--- src/rtl/pwm_blower_pkg.sv ---
package pwm_blower_pkg;
    localparam int ADDR_W = 2;

    typedef enum logic [ADDR_W-1:0] {
        REG_PERIOD = 2'd0,
        REG_LOW    = 2'd1,
        REG_ONOFF  = 2'd2
    } reg_sel_e;
endpackage

--- src/rtl/pwm_regs.sv ---
module pwm_regs
    import pwm_blower_pkg::*;
#(
    parameter int DATA_W  = 32,
    parameter int MIN_LOW = 4
) (
    input  logic              clk,
    input  logic              rst_n,
    input  logic              wr_i,
    input  logic [ADDR_W-1:0] addr_i,
    input  logic [DATA_W-1:0] wdata_i,
    output logic [DATA_W-1:0] per_o,
    output logic [DATA_W-1:0] low_o,
    output logic              en_o,
    output logic [DATA_W-1:0] rdata_o
);
    localparam logic [DATA_W-1:0] MIN_W   = DATA_W'(MIN_LOW);
    localparam logic [DATA_W-1:0] FLOOR_W = DATA_W'(MIN_LOW + 1);

    typedef struct packed {
        logic [DATA_W-1:0] per;
        logic [DATA_W-1:0] low;
        logic              en;
    } regs_t;

    regs_t s_d, s_q;

    always_comb begin
        s_d = s_q;
        if (wr_i) begin
            case (reg_sel_e'(addr_i))
                REG_PERIOD: s_d.per = wdata_i;
                REG_LOW:    s_d.low = (wdata_i < MIN_W) ? FLOOR_W : wdata_i;
                REG_ONOFF:  s_d.en  = wdata_i[0];
                default:    s_d     = s_q;
            endcase
        end
    end

    always_ff @(posedge clk) begin
        if (!rst_n) begin
            s_q.per <= '0;
            s_q.low <= FLOOR_W;
            s_q.en  <= 1'b0;
        end else begin
            s_q <= s_d;
        end
    end

    always_comb begin
        case (reg_sel_e'(addr_i))
            REG_PERIOD: rdata_o = s_q.per;
            REG_LOW:    rdata_o = s_q.low;
            REG_ONOFF:  rdata_o = {{(DATA_W-1){1'b0}}, s_q.en};
            default:    rdata_o = '0;
        endcase
    end

    assign per_o = s_q.per;
    assign low_o = s_q.low;
    assign en_o  = s_q.en;

    // a write below the floor is stored as floor+1
    a_r6_floor_clamp: assert property (@(posedge clk) disable iff (!rst_n)
        (wr_i && addr_i == REG_LOW && wdata_i < MIN_W) |=> (low_o == FLOOR_W));

    // the on/off register takes bit 0 of the write data
    a_r9_onoff_bit: assert property (@(posedge clk) disable iff (!rst_n)
        (wr_i && addr_i == REG_ONOFF) |=> (en_o == $past(wdata_i[0])));
endmodule

--- src/rtl/pwm_core.sv ---
module pwm_core #(
    parameter int DATA_W  = 32,
    parameter int MIN_LOW = 4
) (
    input  logic              clk,
    input  logic              rst_n,
    input  logic              en_i,
    input  logic [DATA_W-1:0] per_i,
    input  logic [DATA_W-1:0] low_i,
    output logic              pwm_o
);
    localparam logic [DATA_W-1:0] PER_MIN = DATA_W'(2);
    localparam logic [DATA_W-1:0] FLOOR_W = DATA_W'(MIN_LOW + 1);

    typedef struct packed {
        logic              run;
        logic [DATA_W-1:0] cnt;
        logic [DATA_W-1:0] aper;
        logic [DATA_W-1:0] alow;
        logic              out;
    } core_t;

    core_t s_d, s_q;
    logic [DATA_W-1:0] eff_per;

    always_comb begin
        eff_per = (per_i < PER_MIN) ? PER_MIN : per_i;
        s_d     = s_q;
        s_d.run = en_i;
        if (!en_i) begin
            s_d.cnt = '0;
        end else if (!s_q.run || s_q.cnt == s_q.aper) begin
            s_d.cnt  = DATA_W'(1);
            s_d.aper = eff_per;
            s_d.alow = low_i;
        end else begin
            s_d.cnt = s_q.cnt + 1'b1;
        end
        s_d.out = en_i && (s_d.cnt > s_d.alow);
    end

    always_ff @(posedge clk) begin
        if (!rst_n) begin
            s_q.run  <= 1'b0;
            s_q.cnt  <= '0;
            s_q.aper <= PER_MIN;
            s_q.alow <= FLOOR_W;
            s_q.out  <= 1'b0;
        end else begin
            s_q <= s_d;
        end
    end

    assign pwm_o = s_q.out;

    // disabled means counter parked and output low
    a_r4_idle: assert property (@(posedge clk) disable iff (!rst_n)
        !en_i |=> (s_q.cnt == '0 && !pwm_o));

    // at the period end the count returns to 1
    a_r2_wrap: assert property (@(posedge clk) disable iff (!rst_n)
        (en_i && s_q.run && s_q.cnt == s_q.aper) |=> (s_q.cnt == DATA_W'(1)));

    // the shadow copies hold inside a running period
    a_r8_shadow_hold: assert property (@(posedge clk) disable iff (!rst_n)
        (en_i && s_q.run && s_q.cnt != s_q.aper)
        |=> ($stable(s_q.aper) && $stable(s_q.alow)));

    // the low phase keeps the output at 0
    a_r3_low_phase: assert property (@(posedge clk) disable iff (!rst_n)
        (s_q.cnt != '0 && s_q.cnt <= s_q.alow) |-> !pwm_o);

    // the active period is never below 2
    a_r7_period_floor: assert property (@(posedge clk) disable iff (!rst_n)
        s_q.aper >= PER_MIN);
endmodule

--- src/rtl/pwm_blower_top.sv ---
module pwm_blower_top
    import pwm_blower_pkg::*;
#(
    parameter int DATA_W  = 32,
    parameter int MIN_LOW = 4
) (
    input  logic              clk,
    input  logic              rst_n,
    input  logic              bus_wr,
    input  logic [ADDR_W-1:0] bus_addr,
    input  logic [DATA_W-1:0] bus_wdata,
    output logic [DATA_W-1:0] bus_rdata,
    output logic              pwm_out
);
    logic [DATA_W-1:0] per_w;
    logic [DATA_W-1:0] low_w;
    logic              en_w;

    pwm_regs #(.DATA_W(DATA_W), .MIN_LOW(MIN_LOW)) u_regs (
        .clk     (clk),
        .rst_n   (rst_n),
        .wr_i    (bus_wr),
        .addr_i  (bus_addr),
        .wdata_i (bus_wdata),
        .per_o   (per_w),
        .low_o   (low_w),
        .en_o    (en_w),
        .rdata_o (bus_rdata)
    );

    pwm_core #(.DATA_W(DATA_W), .MIN_LOW(MIN_LOW)) u_core (
        .clk   (clk),
        .rst_n (rst_n),
        .en_i  (en_w),
        .per_i (per_w),
        .low_i (low_w),
        .pwm_o (pwm_out)
    );
endmodule

--- config.mk ---
export PLATFORM = sky130hd
export DESIGN_NAME = pwm_blower_top
export DESIGN_NICKNAME = d
export VERILOG_FILES = /design/src/rtl/pwm_blower_pkg.sv /design/src/rtl/pwm_regs.sv /design/src/rtl/pwm_core.sv /design/src/rtl/pwm_blower_top.sv
export SDC_FILE = /design/constraint.sdc
export NUM_CORES = 1
export LEC_CHECK = 0
export BUFFER_PORTS_ARGS = -buffer_cell sky130_fd_sc_hd__clkbuf_2
export CORE_AREA = 2 2 146 148
export DETAILED_ROUTE_END_ITERATION = 6
export DIE_AREA = 0 0 148 150
export PLACE_DENSITY_LB_ADDON = 0.08
export SLEW_MARGIN = 20
export SYNTH_ARGS = -nofsm -noshare
export SYNTH_HDL_FRONTEND = slang
export SYNTH_SLANG_ARGS = --single-unit
--- constraint.sdc ---
create_clock -name clk -period 2.8 [get_ports clk]
set_clock_uncertainty 0.1 [all_clocks]
set_input_delay 0.7 -clock clk [delete_from_list [all_inputs] [get_ports clk]]
set_output_delay 0.7 -clock clk [all_outputs]
set_load 0.05 [all_outputs]
==> results of run 1 <==
-- stage by stage --
stage                     setup slack [ns]  instance area [um2]  utilization [%]  TNS (ns)
after floorplan                    -0.0766                 8180                -   -0.0766
after global placement              -0.667                10100             48.7    -0.667
after detailed placement            -0.698                10100             48.7    -0.698
after CTS                           -0.500                10800             52.0    -0.500
after global routing                -0.659                10900             52.5    -0.659
final                               -0.495                10900             52.5    -0.495
-- path summary, 6_finish.rpt --
| check | from | end | slack [ns] | cells after the start |
|---|---|---|---|---|
| worst max-delay path | u_core.s_q[49]$_SDFFE_PN0P_ | u_core.pwm_o$_SDFF_PN0_ | -0.49 | 15 |
| worst min-delay path | u_core.s_q[2]$_SDFF_PN0_ | u_core.s_q[2]$_SDFF_PN0_ | 0.36 | 2 |
| worst max register to register | u_core.s_q[49]$_SDFFE_PN0P_ | u_core.pwm_o$_SDFF_PN0_ | -0.49 | 15 |
| worst min register to register | u_core.s_q[2]$_SDFF_PN0_ | u_core.s_q[2]$_SDFF_PN0_ | 0.36 | 2 |
-- power by group through the flow --
stage	clock, mW	sequential, mW	combinational (mW)
5_1_grt	2.47	2.40	0.458
6_report	2.34	2.40	0.422
3_5_place_dp	0	2.45	0.414
4_1_cts	2.38	2.39	0.421
2_1_floorplan	0	2.43	0.240
3_3_place_gp	0	2.45	0.414
-- cell type report --
type / instances / area, um2
Clock buffer: 18 / 429
Clock inverter: 14 / 153
Fill cell: 2036 / 9830
Inverter: 8 / 31.3
Multi-Input combinational cell: 776 / 4680
Sequential cell: 163 / 3280
Tap cell: 275 / 344
Timing Repair Buffer: 206 / 1950
-- layout by cell type (no fill, tap or decap), drive strengths merged, types with 2 or more instances in the layout --
cell type / netlist / layout
buf: 26 / 165
dfxtp: 163 / 163
nand2: 146 / 146
a21oi: 133 / 133
nand3: 77 / 77
nor2: 73 / 73
o21ai: 68 / 68
clkbuf: 51 / 58
xor2: 55 / 55
nor3: 37 / 37
ha: 33 / 33
and2: 33 / 33
mux2i: 32 / 32
nand4: 24 / 24
nor4: 24 / 24
inv: 7 / 17
xnor2: 7 / 7
a21o: 7 / 7
and4: 5 / 5
clkinv: 1 / 5
and3: 2 / 2
o22ai: 2 / 2
a2111oi: 2 / 2
-- worst max-delay path: stages (launching register included) --
cell and delay, ns:
sky130_fd_sc_hd__dfxtp_2 0.34, sky130_fd_sc_hd__xor2_1 0.16, sky130_fd_sc_hd__nor4_1 0.26, sky130_fd_sc_hd__buf_4 0.15, sky130_fd_sc_hd__nand4_1 0.18, sky130_fd_sc_hd__o21ai_4 0.28, sky130_fd_sc_hd__buf_6 0.19, sky130_fd_sc_hd__buf_12 0.13
sky130_fd_sc_hd__nand3_2 0.09, sky130_fd_sc_hd__and2_1 0.15, sky130_fd_sc_hd__ha_1 0.29, sky130_fd_sc_hd__a21o_1 0.18, sky130_fd_sc_hd__a21o_1 0.19, sky130_fd_sc_hd__a211oi_2 0.22, sky130_fd_sc_hd__o31a_1 0.19, sky130_fd_sc_hd__o21ai_1 0.08
-- kinds of logic after synthesis --
logic type,after synthesis,synth area share (%)
buffers and inverters,85,4.65
flip-flops,163,40.3
AO/OA/AOI/OAI,221,14.4
multiplexers,32,3.96
adder cells (fa/ha/maj),33,5.10
XOR/XNOR,62,6.71
AND/OR/NAND/NOR,428,24.9
-- metal layers --
metal  vias up  share of wire, %
met5         -                 0
li1       3869                 -
met3        30               3.4
met4         0               1.8
met2       147                42
met1      3616                52
-- flip-flops by register name, summed over array words and instances (netlist names) --
signal        flops
u_regs.en_o       1
u_regs.low_o     32
u_core.pwm_o      1
u_core.s_q       97
u_regs.per_o     32
-- Yosys cell counts (6+ instances only) --
master and instances:
sky130_fd_sc_hd__o21ai_1 18, sky130_fd_sc_hd__nand2_1 146, sky130_fd_sc_hd__xor2_1 55, sky130_fd_sc_hd__xnor2_1 7, sky130_fd_sc_hd__nor3_1 36, sky130_fd_sc_hd__mux2i_1 32, sky130_fd_sc_hd__nand3_1 77, sky130_fd_sc_hd__ha_1 33
sky130_fd_sc_hd__inv_1 7, sky130_fd_sc_hd__o21ai_0 49, sky130_fd_sc_hd__buf_2 12, sky130_fd_sc_hd__nor2_1 73, sky130_fd_sc_hd__a21o_1 7, sky130_fd_sc_hd__nand4_1 24, sky130_fd_sc_hd__and2_1 33, sky130_fd_sc_hd__clkbuf_1 50
sky130_fd_sc_hd__nor4_1 24, sky130_fd_sc_hd__buf_1 6, sky130_fd_sc_hd__dfxtp_1 163, sky130_fd_sc_hd__a21oi_1 133
-- repair_timing --
action                                  CTS  global route
hold endpoints to repair                  0             0
pin swaps                                13            13
gates resized for setup                  18            24
endpoints found under the setup margin    1             1
buffers inserted                          1             0
hold buffers                              0             0
gates cloned                              1             0
==> summary.md, run 1 <==
### Detailed routing
• **count of nets left with antenna violations after detail routing** 0
• **drt total wl** 25,900 um
• **router iterations before antenna repair** 5
• **Via Count** 7,662
• **Routed wire per std cell** 17.8 um
• **initial drt markers** 555
• **vias per inst** 5.25
• **# DRC** 0

### Place
• **number of cells after detailed placement** 1,426
• **placer's final routability congestion estimate** 0.833
• **count of buffers from port buffering** 69
• **DP HPWL** 18,900 um

### STA
• **relative slew slack** 48.6%
• **final slew viol count** 0
• **worst-case hold slack** 0.360 ns
• **minimum period implied by the final worst setup slack** 3.29 ns
• **top achievable clock speed** 0.304 GHz
• **total setup violations reported at the end of the flow** 1
• **final count of hold timing violations** 0
• **Final Cycle Share** 118%
• **setup repair after global routing missed its margin** true
• **min setup slack post-route** -0.495 ns
• **Tightest Pin Transition** 0.771 ns

### Power
• **Comb power frac** 8.2%
• **switching power** 1.45 mW
• **share of total power consumed by net switching** 28.0%
• **share of total power in the clock network** 45.4%
• **power per cell area** 475 mW/mm2
• **proportion of power drawn by flip-flops and latches** 46.4%
• **Tot Pwr** 5.16 mW
• **total leakage power** 4.30 nW
• **IR drop worst, VDD** 0.410 mV
• **cell-internal power** 3.71 mW

### Yosys
• **register area share after synthesis** 40.3%
• **proportion of register bits with asynchronous set or reset after synthesis** 0%
• **cell types occupying the most area after synthesis** sky130_fd_sc_hd__dfxtp_1 (40%), sky130_fd_sc_hd__a21oi_1 (8.2%), sky130_fd_sc_hd__nand2_1 (6.8%)
• **total standard cell area after synthesis** 0.00809 mm2
• **post-synthesis cell type count** 46
• **area share of the largest cell type after synthesis** 40.3%
• **most used flip-flop cell after synthesis** sky130_fd_sc_hd__dfxtp_1
• **synth warn** 0
• **Avg Cell Area, Syn** 7.90 um2
• **flip-flop and latch count after synthesis** 163
• **area leader, netlist** sky130_fd_sc_hd__dfxtp_1
• **Cells after Synth** 1,024
• **post-synth net total** 1,094
• **number of flops mapped to enable cells by yosys** 0

### Clock network
• **clock slew at reported path FFs** 0.07 ns
• **Max H-tree Level** 4
• **clock buffers created by TritonCTS** 17
• **TritonCTS clock tree** built
• **latest clock arrival within the worst-skew pair** 0.45 ns
• **root cell of the clock tree** sky130_fd_sc_hd__clkbuf_16
• **maximum buffer depth of the clock tree** 2
• **count of clock tree sinks** 163

### GRT
• **remaining global-route overflow** 0
• **met2 usage** 34.1%
• **global-route wire length before repair** 40,600 um
• **most used routing layer** met1
• **met1 track demand over resource in global routing** 36.6%
• **met3 capacity usage during global routing** 3.69%
• **vias in the first global route** 7,240
• **overall global routing resource usage** 23.8%
• **maximum number of pins on one net before global-route repair** 83
• **number of antenna violations at the first check in global routing** 0

### Worst setup path
• **CP endpoint kind** flip-flop
• **data arrival time of the critical path** 3.52 ns
• **Data required, critical path** 3.03 ns
• **launching element type of the critical path** flip-flop
• **top fanout value on the critical path** 9
• **class of the most critical setup path** flip-flop to flip-flop

### Die
• **overall die area** 0.0222 mm2
• **Die H** 150 um
• **Row Count** 53
• **total core area** 0.0207 mm2
• **Die W** 148 um
• **initial cell density of the core** 39.1%
• **Ports** 70

### Worst hold path
• **Hold/Removal Path Class** flip-flop to flip-flop

### Cells and area
• **synthesis-to-finish area growth** 34.2%
• **final instance count without filler cells** 1,460
• **number of diodes** 0
• **share of cells above drive strength 1** 25.9%
• **count of nets after finishing** 1,242

### Run
• **Maximum Capacitance Violations** 0

### Outcome
• **violations in the final reports** negative setup slack
• **outcome** finished with violations

Power figures use the tool's default switching activity.
==> inputs of run 2 (changes only) <==
Settings changed: CORE_AREA 2 2 146 148 to 2 2 126 128, DIE_AREA 0 0 148 150 to 0 0 128 130.
==> run 2 against run 1 <==
The run still ends with negative setup slack left. Non-clock buffer count increased by 13. Cell area increased by 2.2%. Global-route usage increased by 7.2 points. Wire length decreased by 1.2%. Sequential share of layout area decreased by 0.66 points. Via count increased by 5.0%. Critical path depth unchanged. First-iteration DRC count increased by 18%. Critical endpoint unchanged.
==> summary.md, run 2 (synthesized netlist as in run 1, its figures left out) <==
### Detailed routing
• **vias per inst** 5.79, +10%
• **met3 WL** 1700 um, +94%
• **Metal-1 WL** 12,100 um, -11%
• **Routed wire per std cell** 18.4 um, +3.7%
• **# DRC** 0, unchanged
• **count of nets left with antenna violations after detail routing** 0, unchanged
• **met2 routed wirelength** 11,300 um, +2.6%
• **drt total wl** 25,600 um, -1.2%
• **Via Count** 8,043, +5.0%
• **router iterations before antenna repair** 5, unchanged
• **initial drt markers** 654, +18%
• **Top Metal Used** met4

### Clock network
• **root cell of the clock tree** sky130_fd_sc_hd__clkbuf_16
• **quantity of hold-fixing buffers added after cts** 0, unchanged
• **clock buffers created by TritonCTS** 17, unchanged
• **TritonCTS clock tree** built
• **Max H-tree Level** 4, unchanged
• **latest clock arrival within the worst-skew pair** 0.44 ns, about the same
• **maximum buffer depth of the clock tree** 2, unchanged
• **count of clock tree sinks** 163, unchanged
• **clock slew at reported path FFs** 0.07 ns, about the same

### Worst setup path
• **top fanout value on the critical path** 7, -2
• **Data required, critical path** 3.07 ns, +0.04 ns
• **class of the most critical setup path** flip-flop to flip-flop
• **number of cell instances on the worst register-to-register path** 15, unchanged
• **data arrival time of the critical path** 3.79 ns, +0.27 ns
• **CP endpoint kind** flip-flop
• **launching element type of the critical path** flip-flop

### Die
• **Ports** 70, unchanged
• **Row Count** 46, -13%
• **initial cell density of the core** 52.5%, +13 points
• **overall die area** 0.0166 mm2, -25%
• **Die H** 130 um, -13%
• **total core area** 0.0154 mm2, -25%
• **Die W** 128 um, -14%

### STA
• **final count of hold timing violations** 0, unchanged
• **setup repair after global routing missed its margin** true
• **Tightest Pin Transition** 0.725 ns, -0.0458 ns
• **relative slew slack** 51.7%, +3.1 points
• **top achievable clock speed** 0.284 GHz, -6.3%
• **final slew viol count** 0, unchanged
• **min setup slack post-route** -0.716 ns, -0.222 ns
• **total setup violations reported at the end of the flow** 1, unchanged
• **minimum period implied by the final worst setup slack** 3.52 ns, +0.222 ns
• **Final Cycle Share** 126%, +7.9 points
• **sum of negative setup slack** -0.716 ns, -0.222 ns

### Power
• **power per cell area** 467 mW/mm2, -1.6%
• **proportion of power drawn by flip-flops and latches** 46.2%, -0.2 points
• **share of total power in the clock network** 45.5%, about the same
• **cell-internal power** 3.74 mW, +0.75%
• **switching power** 1.45 mW, about the same
• **Comb power frac** 8.3%, about the same
• **IR drop worst, VDD** 0.480 mV, +17%
• **share of total power consumed by net switching** 27.9%, -0.16 points
• **total leakage power** 4.41 nW, +2.4%

### GRT
• **global-route wire length before repair** 40,000 um, -1.5%
• **vias in the first global route** 7,355, +1.6%
• **maximum number of pins on one net before global-route repair** 68, -18%
• **number of antenna violations at the first check in global routing** 0, unchanged
• **remaining global-route overflow** 0, unchanged
• **overall global routing resource usage** 31.0%, +7.2 points

### Worst hold path
• **count of cells along the worst hold path** 2, unchanged
• **Hold/Removal Path Class** flip-flop to flip-flop

### Place
• **number of cells after detailed placement** 1,344, -5.8%
• **DP HPWL** 17,700 um, -6.0%
• **placer's final routability congestion estimate** 0.929, +12%
• **instance area at placement** 0.00976 mm2, -3.1%
• **count of buffers from port buffering** 69, unchanged

### Cells and area
• **commonest cells after routing, fill and taps aside** sky130_fd_sc_hd__dfxtp_1 (154), sky130_fd_sc_hd__nand2_1 (146), sky130_fd_sc_hd__buf_4 (133)
• **share of cells above drive strength 1** 31.0%, +5.1 points
• **flip-flop count of the largest register after layout** 97, unchanged
• **synthesis-to-finish area growth** 37.2%
• **count of nets after finishing** 1,255, +1.0%
• **Post-Route Utilization** 72.0%, +19 points
• **most frequent standard cell in the layout excluding fill and tap cells** sky130_fd_sc_hd__dfxtp_1
• **top register by number of flip-flops** u_core.s_q
• **number of diodes** 0, unchanged
• **final instance count without filler cells** 1,390, -4.8%
• **area of all placed cells without fillers** 0.0111 mm2, +2.2%

### Outcome
• **violations in the final reports** negative setup slack
• **outcome** finished with violations

### Run
• **Maximum Capacitance Violations** 0, unchanged

[run 2: worst max-delay path, cell delays in order (launching register included)]
cell and delay, ns:
sky130_fd_sc_hd__dfxtp_1 0.35, sky130_fd_sc_hd__xor2_1 0.20, sky130_fd_sc_hd__nor4_2 0.35, sky130_fd_sc_hd__nand4_1 0.29, sky130_fd_sc_hd__o21ai_4 0.29, sky130_fd_sc_hd__buf_12 0.16, sky130_fd_sc_hd__buf_12 0.14, sky130_fd_sc_hd__nand3_2 0.10
sky130_fd_sc_hd__and2_4 0.18, sky130_fd_sc_hd__ha_4 0.26, sky130_fd_sc_hd__nand4_1 0.17, sky130_fd_sc_hd__buf_4 0.19, sky130_fd_sc_hd__a2111oi_1 0.34, sky130_fd_sc_hd__a211o_1 0.20, sky130_fd_sc_hd__o21ai_2 0.07, sky130_fd_sc_hd__o21ai_1 0.07
[run 2: worst paths after layout]
path,endpoint,slack [ns],startpoint
max,u_core.pwm_o$_SDFF_PN0_,-0.72,u_core.s_q[52]$_SDFFE_PN0P_
min,u_core.s_q[2]$_SDFF_PN0_,0.37,u_core.s_q[2]$_SDFF_PN0_
max reg2reg,u_core.pwm_o$_SDFF_PN0_,-0.72,u_core.s_q[52]$_SDFFE_PN0P_
min reg2reg,u_core.s_q[2]$_SDFF_PN0_,0.37,u_core.s_q[2]$_SDFF_PN0_
[run 2: power groups by stage]
| stage | Clock, mW | Combinational [mW] | Sequential [mW] |
|---|---|---|---|
| finish | 2.36 | 0.429 | 2.40 |
| global route | 2.49 | 0.461 | 2.40 |
| CTS | 2.38 | 0.420 | 2.40 |
| detailed placement | 0 | 0.393 | 2.45 |
| global placement | 0 | 0.392 | 2.45 |
| floorplan | 0 | 0.240 | 2.43 |
[run 2: cell type report]
| class | count | area, um2 |
|---|---|---|
| Timing Repair Buffer | 219 | 1870 |
| Clock inverter | 14 | 155 |
| Clock buffer | 18 | 439 |
| Tap cell | 192 | 240 |
| Multi-Input combinational cell | 776 | 5090 |
| Fill cell | 1195 | 4320 |
| Sequential cell | 163 | 3280 |
| Inverter | 8 | 31.3 |
[run 2: timing repair]
action,4_1_cts,5_1_grt
endpoints found under the setup margin,1,1
pin swaps,19,14
cloned,2,1
buffers inserted,6,7
resized for setup,74,32
[run 2: metrics by stage]
stage	power (mW)	hold WS, ns	worst slack, ns
floorplan	2.67	0.339	-0.0766
global placement	2.84	0.357	-0.992
detailed placement	2.84	0.358	-0.923
CTS	5.20	0.368	-0.590
global route	5.35	0.392	-0.809
finish	5.19	0.369	-0.716
[run 2: routing by layer]
metal  global-route usage (%)  vias to the layer above
li1                         -                     3889
met1                     46.1                     3830
met2                     45.3                      290
met3                     6.36                       34
met4                     9.24                        0
met5                        0                        -
